### src/rtl/dmdPkg.sv
package dmdPkg;

  localparam int MOD_W = 7;

  typedef enum logic [1:0] {
    PRE_8   = 2'd0,
    PRE_16  = 2'd1,
    PRE_64  = 2'd2,
    PRE_BAD = 2'd3
  } preSel_e;

  // Strobes from control to datapath
  typedef struct packed {
    logic load;      // capture a new setting and start a period
    logic chunkEnd;  // prescaler chunk finished, period continues
    logic tick;      // count the prescaler down
  } dpStrobe_t;

  function automatic logic [MOD_W-1:0] baseMod(input logic [1:0] sel);
    case (sel)
      PRE_8:   baseMod = MOD_W'(8);
      PRE_16:  baseMod = MOD_W'(16);
      PRE_64:  baseMod = MOD_W'(64);
      default: baseMod = '0;
    endcase
  endfunction

endpackage

### src/rtl/divCtrl.sv
module divCtrl
  import dmdPkg::*;
#(
  parameter int SWALLOW_W = 8,
  parameter int MAIN_W    = 8
) (
  input  logic                 clk,
  input  logic                 rst,
  input  logic [1:0]           preSel,
  input  logic [SWALLOW_W-1:0] swallowIn,
  input  logic [MAIN_W-1:0]    mainIn,
  input  logic                 prescZero,
  input  logic                 mainLast,
  output dpStrobe_t            strobe,
  output logic                 running,
  output logic                 periodEnd,
  output logic                 cfgErr
);

  localparam int CMP_W = (SWALLOW_W > MAIN_W) ? SWALLOW_W : MAIN_W;

  logic loaded;
  logic errQ;
  logic illegal;

  always_comb begin
    illegal = (preSel == PRE_BAD) || (mainIn == '0) ||
              (CMP_W'(swallowIn) > CMP_W'(mainIn));
  end

  assign running   = loaded && !errQ;
  assign periodEnd = running && prescZero && mainLast;
  assign cfgErr    = errQ;

  always_comb begin
    strobe.load     = !loaded || errQ || periodEnd;
    strobe.chunkEnd = running && prescZero && !mainLast;
    strobe.tick     = running && !prescZero;
  end

  always_ff @(posedge clk) begin
    if (rst) begin
      loaded <= 1'b0;
      errQ   <= 1'b0;
    end else if (strobe.load) begin
      loaded <= 1'b1;
      errQ   <= illegal;
    end
  end

  AST_ERR_SILENT: assert property (@(posedge clk) disable iff (rst)
    errQ |-> !periodEnd);
  AST_PULSE_SINGLE: assert property (@(posedge clk) disable iff (rst)
    periodEnd |=> !periodEnd);
  AST_RESET_QUIET: assert property (@(posedge clk)
    rst |=> !errQ && !periodEnd);

endmodule

### src/rtl/divDatapath.sv
module divDatapath
  import dmdPkg::*;
#(
  parameter int SWALLOW_W = 8,
  parameter int MAIN_W    = 8
) (
  input  logic                 clk,
  input  logic                 rst,
  input  dpStrobe_t            strobe,
  input  logic                 running,
  input  logic [1:0]           preSel,
  input  logic [SWALLOW_W-1:0] swallowIn,
  input  logic [MAIN_W-1:0]    mainIn,
  output logic                 prescZero,
  output logic                 mainLast,
  output logic                 swallowNz
);

  localparam int CMP_W = (SWALLOW_W > MAIN_W) ? SWALLOW_W : MAIN_W;

  logic [MOD_W-1:0]     activeP;
  logic [MOD_W-1:0]     prescCnt;
  logic [SWALLOW_W-1:0] swCnt;
  logic [MAIN_W-1:0]    mnCnt;
  logic [MOD_W-1:0]     loadMod;
  logic [SWALLOW_W-1:0] swNext;

  assign prescZero = (prescCnt == '0);
  assign mainLast  = (mnCnt == MAIN_W'(1));
  assign swallowNz = (swCnt != '0);

  always_comb begin
    loadMod = baseMod(preSel);
    swNext  = swallowNz ? swCnt - SWALLOW_W'(1) : swCnt;
  end

  always_ff @(posedge clk) begin
    if (rst) begin
      activeP  <= '0;
      prescCnt <= '0;
      swCnt    <= '0;
      mnCnt    <= '0;
    end else if (strobe.load) begin
      activeP  <= loadMod;
      swCnt    <= swallowIn;
      mnCnt    <= mainIn;
      // chunk length P+1 means counting P..0
      prescCnt <= (swallowIn != '0) ? loadMod : loadMod - MOD_W'(1);
    end else if (strobe.chunkEnd) begin
      mnCnt    <= mnCnt - MAIN_W'(1);
      swCnt    <= swNext;
      prescCnt <= (swNext != '0) ? activeP : activeP - MOD_W'(1);
    end else if (strobe.tick) begin
      prescCnt <= prescCnt - MOD_W'(1);
    end
  end

  AST_SWALLOW_BOUND: assert property (@(posedge clk) disable iff (rst)
    running |-> CMP_W'(swCnt) <= CMP_W'(mnCnt));
  AST_CFG_FROZEN: assert property (@(posedge clk) disable iff (rst)
    running && !strobe.load |=> $stable(activeP));
  AST_MOD_SINGLE_DROP: assert property (@(posedge clk) disable iff (rst)
    running && !swallowNz && !strobe.load |=> !swallowNz);

endmodule

### src/rtl/dualModDivider.sv
module dualModDivider
  import dmdPkg::*;
#(
  parameter int SWALLOW_W = 8,
  parameter int MAIN_W    = 8
) (
  input  logic                 clk,
  input  logic                 rst,
  input  logic [1:0]           preSel,
  input  logic [SWALLOW_W-1:0] swallowIn,
  input  logic [MAIN_W-1:0]    mainIn,
  output logic                 pulseOut,
  output logic                 modCtl,
  output logic                 cfgErr
);

  dpStrobe_t strobe;
  logic      running;
  logic      prescZero;
  logic      mainLast;
  logic      swallowNz;
  logic      periodEnd;

  divCtrl #(.SWALLOW_W(SWALLOW_W), .MAIN_W(MAIN_W)) uCtrl (
    .clk       (clk),
    .rst       (rst),
    .preSel    (preSel),
    .swallowIn (swallowIn),
    .mainIn    (mainIn),
    .prescZero (prescZero),
    .mainLast  (mainLast),
    .strobe    (strobe),
    .running   (running),
    .periodEnd (periodEnd),
    .cfgErr    (cfgErr)
  );

  divDatapath #(.SWALLOW_W(SWALLOW_W), .MAIN_W(MAIN_W)) uPath (
    .clk       (clk),
    .rst       (rst),
    .strobe    (strobe),
    .running   (running),
    .preSel    (preSel),
    .swallowIn (swallowIn),
    .mainIn    (mainIn),
    .prescZero (prescZero),
    .mainLast  (mainLast),
    .swallowNz (swallowNz)
  );

  assign pulseOut = periodEnd;
  assign modCtl   = running && swallowNz;

  AST_ERR_MOD_LOW: assert property (@(posedge clk) disable iff (rst)
    cfgErr |-> !modCtl);

endmodule

### config.mk
export PLATFORM = sky130hd
export DESIGN_NAME = dualModDivider
export DESIGN_NICKNAME = d
export VERILOG_FILES = /design/src/rtl/dmdPkg.sv /design/src/rtl/divCtrl.sv /design/src/rtl/divDatapath.sv /design/src/rtl/dualModDivider.sv
export SDC_FILE = /design/constraint.sdc
export NUM_CORES = 1
export LEC_CHECK = 0
export CAP_MARGIN = 10
export CORE_MARGIN = 2
export CORE_UTILIZATION = 56
export DETAILED_ROUTE_END_ITERATION = 6
export GPL_ROUTABILITY_DRIVEN = 1
export PLACE_DENSITY = 0.79
export SLEW_MARGIN = 30
export SYNTH_ARGS = -nofsm -noshare
export SYNTH_HDL_FRONTEND = slang
export SYNTH_SLANG_ARGS = --single-unit
### constraint.sdc
create_clock -name clk -period 3.1 [get_ports clk]
set_clock_uncertainty 0.05 [all_clocks]
set_input_delay 0.62 -clock clk [delete_from_list [all_inputs] [get_ports clk]]
set_output_delay 0.62 -clock clk [all_outputs]
set_load 0.02 [all_outputs]
## Word-level counts from Yosys, hierarchy flattened

Cells that the tools add are included.

| word-level totals | value |
|---|---|
| output and inout port bits | 3 |
| logic and storage cells | 49 |
| register bits | 32 |
| input bits | 20 |

| cells by class | value |
|---|---|
| add/sub/neg operators | 5 |
| equality and inequality tests | 4 |
| magnitude comparators | 1 |
| multiplexer cells | 11 |
| reduce and logical (&&, ||, !) cells | 22 |

Operators by type and width:

| kind | count |
|---|---|
| $mux 8 | 5 |
| $mux 7 | 5 |
| $reduce_bool 8->1 | 3 |
| $pmux 7 s3 | 1 |
| $sub 7x1->7 const B | 3 |
| $sub 8x1->8 const B | 2 |
| $eq 8x1->1 const B | 1 |
| $gt 8x8->1 | 1 |
| $logic_not 8->1 | 1 |
| $logic_not 7->1 | 1 |
| $logic_and 1x1->1 | 6 |
| $eq 2x2->1 const B | 2 |
| $logic_not 1->1 | 4 |
| $logic_or 1x1->1 | 4 |
| $reduce_bool 3->1 | 1 |
| $eq 2x1->1 const B | 1 |
| $logic_not 2->1 | 1 |
| $reduce_bool 2->1 | 1 |

## Depth between registers and ports, before layout

Gate-level depths: netlist (run 1).

| depth | value |
|---|---|
| depth after elaboration | 6 |
| mapped depth | 9 |
| depth with buffers taken out | 8 |

## By module

From an unflattened synthesis (run 1), not the netlist that was laid out.

| unflattened totals | value |
|---|---|
| cells, all modules | 271 |
| area total of the unflattened synthesis | 2140.8 um^2 |

By module, submodules not included:

| module | times used | sequential area each (um^2) | cells each | area an instance (um^2) |
|---|---|---|---|---|
| divDatapath | 1 | 520.5 | 229 | 1821.7 |
| divCtrl | 1 | 40.0 | 41 | 312.8 |
| dualModDivider | 1 | 0.0 | 1 | 6.3 |

## Worst setup path before layout (run 1)

No wires, ideal clock.

| timing | value |
|---|---|
| kind | reg2reg |
| start point | register uPath.swCnt[0] |
| end point | register uPath.prescCnt[4] |
| buffers on the path | 0 |
| setup time | 70 ps |
| period minus slack after synthesis | 2609 ps |
| cell stages (with the launch flop) | 9 |
| required time | 2980 ps |
| path slack | 491 ps |
| data arrival time | 2489 ps |
| cells stage by stage | dfxtp_1 -> inv_1 -> ha_1 -> nor3b_2 -> mux2_4 -> or4_4 -> a211oi_4 -> mux2_4 -> a21oi_1 |

| on the way | value |
|---|---|
| cells in the longest elaborated chain, start to end | 6 |
| elaborated cells between the ends (all ways) | 7 |
| those cells by class | 1 x add/sub; 4 x mux; 2 x reduce/logical |

RTL lines:

| item | line | source |
|---|---|---|
| from (decl) | divDatapath.sv:23 | `logic [SWALLOW_W-1:0] swCnt;` |
| from (signal assigned) | divDatapath.sv:45 | `swCnt <= swallowIn;` |
| from (signal assigned) | divDatapath.sv:51 | `swCnt <= swNext;` |
| $sub 8x1->8 or $reduce_bool 8->1 (tied branches) | divDatapath.sv:34, divDatapath.sv:30 |  |
| $mux 8 (*) | divDatapath.sv:34 | `swNext = swallowNz ? swCnt - SWALLOW_W'(1) : swCnt;` |
| $reduce_bool 8->1 (*) | divDatapath.sv:52 | `prescCnt <= (swNext != '0) ? activeP : activeP - MOD_W'(1);` |
| $mux 7 (*) | divDatapath.sv:52 |  |
| $mux 7 (*) | divDatapath.sv:49 | `end else if (strobe.chunkEnd) begin` |
| $mux 7 (*) | divDatapath.sv:43 | `end else if (strobe.load) begin` |
| to (signal assigned) | divDatapath.sv:48 | `prescCnt <= (swallowIn != '0) ? loadMod : loadMod - MOD_W'(1);` |
| to (signal assigned) | divDatapath.sv:52 |  |
| to (signal assigned) | divDatapath.sv:54 | `prescCnt <= prescCnt - MOD_W'(1);` |
| to (decl) | divDatapath.sv:22 | `logic [MOD_W-1:0] prescCnt;` |

Mark *: on every way between the ends. The rest lies on a longest branch, timed or not.
A chain may end at the register's enable or synchronous reset.

## Final worst setup path (run 1)

| timing | value |
|---|---|
| start point | register uPath.prescCnt[2] |
| end point | output pulseOut |

| on the way | value |
|---|---|
| cells in the longest elaborated chain, start to end | 3 |

RTL lines:

| item | line | source |
|---|---|---|
| $logic_not 7->1 | divDatapath.sv:28 | `assign prescZero = (prescCnt == '0);` |
| $logic_and 1x1->1 (2 in series) | divCtrl.sv:32 | `assign periodEnd = running && prescZero && mainLast;` |
| to (decl) | dualModDivider.sv:12 | `output logic pulseOut,` |

No other way between the ends.

==> results by group, run 1 <==
Global routing
  • First-pass GRT wire length: around 9.0 mm
  • GRT overflow: 0
  • Largest net degree at the start of global routing: 18
  • Initial antenna violation count: 0
  • GRT Total Usage: 26.7%
  • Vias in the first global route: between 1,500 and 2,000

Drt
  • Routed len/inst: roughly 15 um
  • Drt drc: 0
  • DR iter-0 viols: 118
  • DR pass1 iterations: 4
  • Via count: 2,034
  • Routed vias/inst: just under 6
  • Antenna viol nets, final: 0
  • Drt total wl: 5.27 mm

Logic synthesis
  • Post-synthesis mux area share: around 3.5%
  • Complex-gate fraction of the synthesized area: a little under a quarter
  • Top area cells in the synthesized netlist: dfxtp_1 26%, ha_1 8.7%, a21oi_1 5.8%
  • Xor/xnor share of the synthesized area: under 10%
  • Synth area leader: dfxtp_1
  • Syn Nets: about 310
  • Post-synthesis average cell area: between 7 and 8 sq um
  • Main combinational cell family by area after synthesis: simple AND/OR/NAND/NOR gates
  • Syn. warnings: 0
  • Post-synth ARST share: 0%
  • Yosys cell types: between 50 and 60
  • Yosys top cell area share: between 20% and 30%
  • Post-synth top flop: dfxtp_1
  • Post-synthesis sequential area ratio: about 26%
  • Yosys reg bits: 28
  • Area share of and/or/nand/nor cells after synthesis: 27.9%
  • EDFF count, synth: 0
  • Synth Area in Adders: 8.70%
  • Post-Synthesis Cell Area: roughly 0.0022 sq mm
  • Post-synthesis cell count: ~270

Power
  • Internal power: 0.849 mW
  • Net Switching: 0.520 mW
  • Sw frac: a little under two fifths
  • Clock power frac: 22.1%
  • Combinational Power Share: between 40% and 50%
  • Max IR drop VDD: about 0.28 mV
  • Power Density: between 500 and 600 mW/mm^2
  • Flop pwr share: between 30% and 40%
  • Pleak: 0.984 nW
  • Tot Pwr: approximately 1.4 mW

Job
  • Max-cap violations: 0

Layout
  • Inserted Diodes: 0
  • Fillers: roughly 350
  • Most common cell after layout, fill and taps aside: dfxtp_1
  • Most frequent cells in the layout: 27 x dfxtp_1, 26 x nor2_1, 24 x a21oi_1
  • Cell area after layout: ~0.0025 sq mm
  • Fraction of layout cells with a size suffix above 1: about a tenth
  • Final net count: between 300 and 400
  • Final Util: approximately 68%
  • Layout Cells excl Fill: ~340
  • Synth-to-Final Area Change: 15.9%

Critical path
  • Critical Path AT: 2.22 ns
  • CP endpoint kind: primary output
  • Worst Path Required: around 2.4 ns
  • Critical path launch point type: flip-flop
  • Worst r2r path cells: 8
  • Maximum fanout along the worst path: 5
  • Kind of critical path: flip-flop to primary output

Clock network
  • Setup bufs post-CTS: 0
  • CTS sink cnt: 28
  • Root Driver: clkbuf_8
  • TritonCTS clock tree: done
  • H-tree depth: 1
  • Worst-path clk slew: 0.11 ns
  • Worst skew pair latency: just under 0.3 ns
  • Maximum buffer depth of the clock tree: 2
  • TritonCTS Buffers: 3

STA
  • Unrepaired setup endpoints after global routing: false
  • Period minus WS final: around 2.9 ns
  • Tcrit/Tclk final: between 90% and 100%
  • Slew Viols, Final: 0
  • Setup ws final: 0.206 ns
  • Final hold violation count: 0
  • Final Hold Slack: 0.430 ns
  • Headroom to the max-slew limit: between 60% and 70%
  • F_max: approximately 350 MHz
  • Final TNS setup: 0 ns
  • Slew @ Worst Pin: 0.548 ns
  • Endpoints failing setup: 0

Placed design
  • Port Buffer Count: 22
  • Placed cell area: approximately 0.0024 sq mm
  • Dpl cells: between 300 and 400
  • Dpl hpwl: a little over 4 mm
  • Final Wtd Congestion: 0.962
  • Dpl ws: roughly 0.32 ns

Worst hold path
  • Worst Hold Class: flip-flop to flip-flop
  • Hold depth: 2

Floorplan
  • Die width: approximately 66 um
  • Die area: about 0.0044 sq mm
  • Vert. Die Dim: approximately 66 um
  • Core area: about 0.0037 sq mm
  • # rows: 22
  • IO Count: 23
  • Initial core utilization: about three fifths

Outcome
  • Outcome: finished, final reports clean
power by group through the flow:
stage / logic (mW) / registers (mW) / clock network, mW
floorplan: 0.463 / 0.455 / 0
global placement: 0.566 / 0.479 / 0
detailed placement: 0.574 / 0.481 / 0
CTS: 0.581 / 0.473 / 0.300
global route: 0.653 / 0.483 / 0.313
finish: 0.589 / 0.476 / 0.303
timing repair:
action	in CTS	in global routing
endpoints found under the setup margin	0	1
hold buffers	0	0
gates resized for setup	0	2
synth_stat cells, drive strengths merged, types with 3 or more instances:
cell type,n
nor4,9
ha,15
xnor2,8
or3,5
o211ai,6
o21ai,15
inv,21
nor3b,3
buf,4
a21oi,25
dfxtp,28
clkbuf,9
a211oi,9
nor2b,4
nand4,3
nor2,26
nand3,5
mux2i,3
mux2,3
nand2,16
and2,6
nand2b,4
nor3,16
layout make-up:
class	instances	area [sq um]	area share, %
Inverter	21	78.8	3.15
Sequential cell	28	562	22.5
Tap cell	48	60.1	2.40
Multi-Input combinational cell	211	1460	58.2
Clock buffer	3	41.3	1.65
Clock inverter	1	30.0	1.20
Timing Repair Buffer	29	273	10.9
registers in the layout, summed over array words and instances, names as in the netlist:
register,count
uCtrl.loaded,1
uPath.activeP,3
uCtrl.cfgErr,1
uPath.mnCnt,8
uPath.prescCnt,7
uPath.swCnt,8
layer usage:
| layer | vias up | GRT usage, % | share of wire (%) |
|---|---|---|---|
| li1 | 1036 | - | - |
| met1 | 945 | 37.9 | 48 |
| met2 | 47 | 43.0 | 47 |
| met3 | 6 | 2.56 | 3.8 |
| met4 | 0 | 7.14 | 1.1 |
| met5 | - | 0 | 0 |
kinds of logic (layout without fill, tap and decap cells):
logic type | Yosys count | count (layout)
simple gates | 108 | 108
flops | 28 | 28
fa+ha+maj | 15 | 15
buf+inv | 34 | 54
compound gates | 72 | 72
mux | 6 | 6
xor+xnor | 10 | 10
critical path, stage by stage, from the launching register on:
cell	delay (ns)
dfxtp_1	0.37
nor4_1	0.51
nand2_1	0.23
nor3_1	0.20
clkdlybuf4s50_1	0.64
final timing paths:
| check | slack, ns | start | to |
|---|---|---|---|
| max | 0.21 | uPath.prescCnt[2] | pulseOut |
| min | 0.43 | uPath.activeP[6] | uPath.activeP[6] |
| max reg2reg | 0.29 | uPath.swCnt[0] | uPath.prescCnt[4] |
| min reg2reg | 0.43 | uPath.activeP[6] | uPath.activeP[6] |
Note: power is estimated with default switching activity, not from simulation.
==> inputs of run 2 (changes only) <==
--- a/config.mk
+++ b/config.mk
@@ -11,4 +11,5 @@
 export DETAILED_ROUTE_END_ITERATION = 6
 export GPL_ROUTABILITY_DRIVEN = 1
+export HOLD_SLACK_MARGIN = 0.03
 export PLACE_DENSITY = 0.79
 export SLEW_MARGIN = 30
--- a/constraint.sdc
+++ b/constraint.sdc
@@ -3,3 +3,3 @@
 set_input_delay 0.62 -clock clk [delete_from_list [all_inputs] [get_ports clk]]
 set_output_delay 0.62 -clock clk [all_outputs]
-set_load 0.02 [all_outputs]
+set_load 0.1 [all_outputs]
==> results by group, run 2 (synthesized netlist as in run 1, its figures left out) <==
Drt
  • DR iter-0 viols: between 150 and 200
  • Routed len/inst: 15.7 um
  • Drt drc: 0
  • Routed vias/inst: around 6.0
  • DR pass1 iterations: 4
  • Via count: ~2,000
  • Drt total wl: around 5.3 mm
  • Antenna viol nets, final: 0

Worst hold path
  • Worst Hold Class: flip-flop to flip-flop

Clock network
  • TritonCTS clock tree: done
  • H-tree depth: 1
  • Cts-stage hold buffer count: 0
  • Root Driver: clkbuf_8
  • CTS sink cnt: 28
  • Maximum buffer depth of the clock tree: 2
  • Worst-path clk slew: approximately 0.1 ns
  • Cts repair resizes: 0
  • TritonCTS Buffers: 3
  • Worst skew pair latency: between 0.2 and 0.3 ns
  • Setup bufs post-CTS: 0

STA
  • Slew Viols, Final: 0
  • Headroom to the max-slew limit: 56.0%
  • Final TNS setup: 0 ns
  • Final hold violation count: 0
  • F_max: 352 MHz
  • Endpoints failing setup: 0
  • Unrepaired setup endpoints after global routing: false
  • Tcrit/Tclk final: between 90 and 100%
  • Slew @ Worst Pin: 0.658 ns
  • Period minus WS final: 2.84 ns

Layout
  • Most frequent cells in the layout: 28 x dfxtp_1, 25 x nor2_1, 24 x a21oi_1
  • Fraction of layout cells with a size suffix above 1: approximately 11%
  • Final Util: 67.5%
  • Biggest regs: uPath.mnCnt x8, uPath.swCnt x8, uPath.prescCnt x7
  • Most common cell after layout, fill and taps aside: dfxtp_1
  • Synth-to-Final Area Change: 15.4%
  • Fillers: 322
  • Inserted Diodes: 0
  • Final net count: between 300 and 400

Power
  • Power Density: about 560 mW/mm^2
  • Clock power frac: 21.3%
  • Max IR drop VDD: 0.313 mV
  • Net Switching: 0.543 mW
  • Flop pwr share: between 30% and 40%
  • Combinational Power Share: 44.5%
  • Sw frac: 39.1%
  • Internal power: around 0.84 mW
  • Pleak: just under 1 nW

Floorplan
  • Vert. Die Dim: ~66 um
  • Die width: about 66 um
  • Die area: ~0.0044 sq mm
  • Initial core utilization: around three fifths
  • IO Count: 23
  • # rows: 22
  • Core area: 0.00369 sq mm

Global routing
  • Initial antenna violation count: 0
  • GRT Total Usage: between 20% and 30%
  • GRT overflow: 0
  • First-pass GRT wire length: 9.24 mm
  • Vias in the first global route: about 1,900
  • Largest net degree at the start of global routing: 20

Placed design
  • Port Buffer Count: 22
  • Final Wtd Congestion: just over 0.9
  • Dpl hpwl: around 4 mm

Critical path
  • Maximum fanout along the worst path: 7
  • CP endpoint kind: flip-flop
  • Critical path launch point type: flip-flop
  • Worst Path Required: 3.26 ns
  • Kind of critical path: flip-flop to flip-flop
  • Critical Path AT: roughly 3 ns

Job
  • Max-cap violations: 0

Outcome
  • Outcome: finished, final reports clean
==> run 2: final cells by class <==
cell class                      count  area [sq um]  area share [%]
Clock inverter                      1          30.0            1.21
Timing Repair Buffer               27           263            10.5
Tap cell                           48          60.1            2.41
Clock buffer                        3          41.3            1.66
Inverter                           21          78.8            3.16
Sequential cell                    28           561            22.5
Multi-Input combinational cell    211          1460            58.5
==> run 2: final timing paths <==
check	slack, ns	cells past startpoint	startpoint	endpoint
setup / recovery	0.26	8	uPath.swCnt[0]	uPath.prescCnt[4]
hold / removal	0.42	2	uPath.activeP[6]	uPath.activeP[6]
setup reg to reg	0.26	8	uPath.swCnt[0]	uPath.prescCnt[4]
hold reg to reg	0.42	2	uPath.activeP[6]	uPath.activeP[6]
==> run 2: per-stage QoR <==
step	power (mW)	instance area [sq um]	hold WS [ns]	std cells	setup slack, ns
floorplan	0.943	2170	0.390	273	0.133
global placement	1.07	2420	0.402	335	0.408
detailed placement	1.08	2420	0.409	335	0.331
CTS	1.38	2490	0.422	339	0.309
global route	1.48	2490	0.443	339	0.194
finish	1.39	2490	0.420	339	0.261
==> run 2: critical path, cell delays in order, from the launching register on <==
cell	delay (ns)
dfxtp_1	0.39
inv_1	0.15
ha_1	0.27
nor3b_2	0.30
mux2_4	0.34
or4_4	0.46
a211oi_4	0.35
mux2_4	0.33
a21oi_1	0.14
==> run 2: power by group through the flow <==
| stage | sequential [mW] | combinational [mW] | clock [mW] |
|---|---|---|---|
| final | 0.474 | 0.618 | 0.296 |
| after global routing | 0.483 | 0.681 | 0.313 |
| after CTS | 0.472 | 0.611 | 0.300 |
| after detailed placement | 0.481 | 0.599 | 0 |
| after global placement | 0.478 | 0.594 | 0 |
| after floorplan | 0.461 | 0.481 | 0 |
==> run 2: per-layer routing <==
metal / vias up / global-route usage (%) / wire [um]
li1: 1026 / - / -
met1: 925 / 37.1 / 2370
met2: 69 / 46.5 / 2620
met3: 8 / 3.41 / 273
met4: 0 / 5.87 / 55
met5: - / 0 / 0
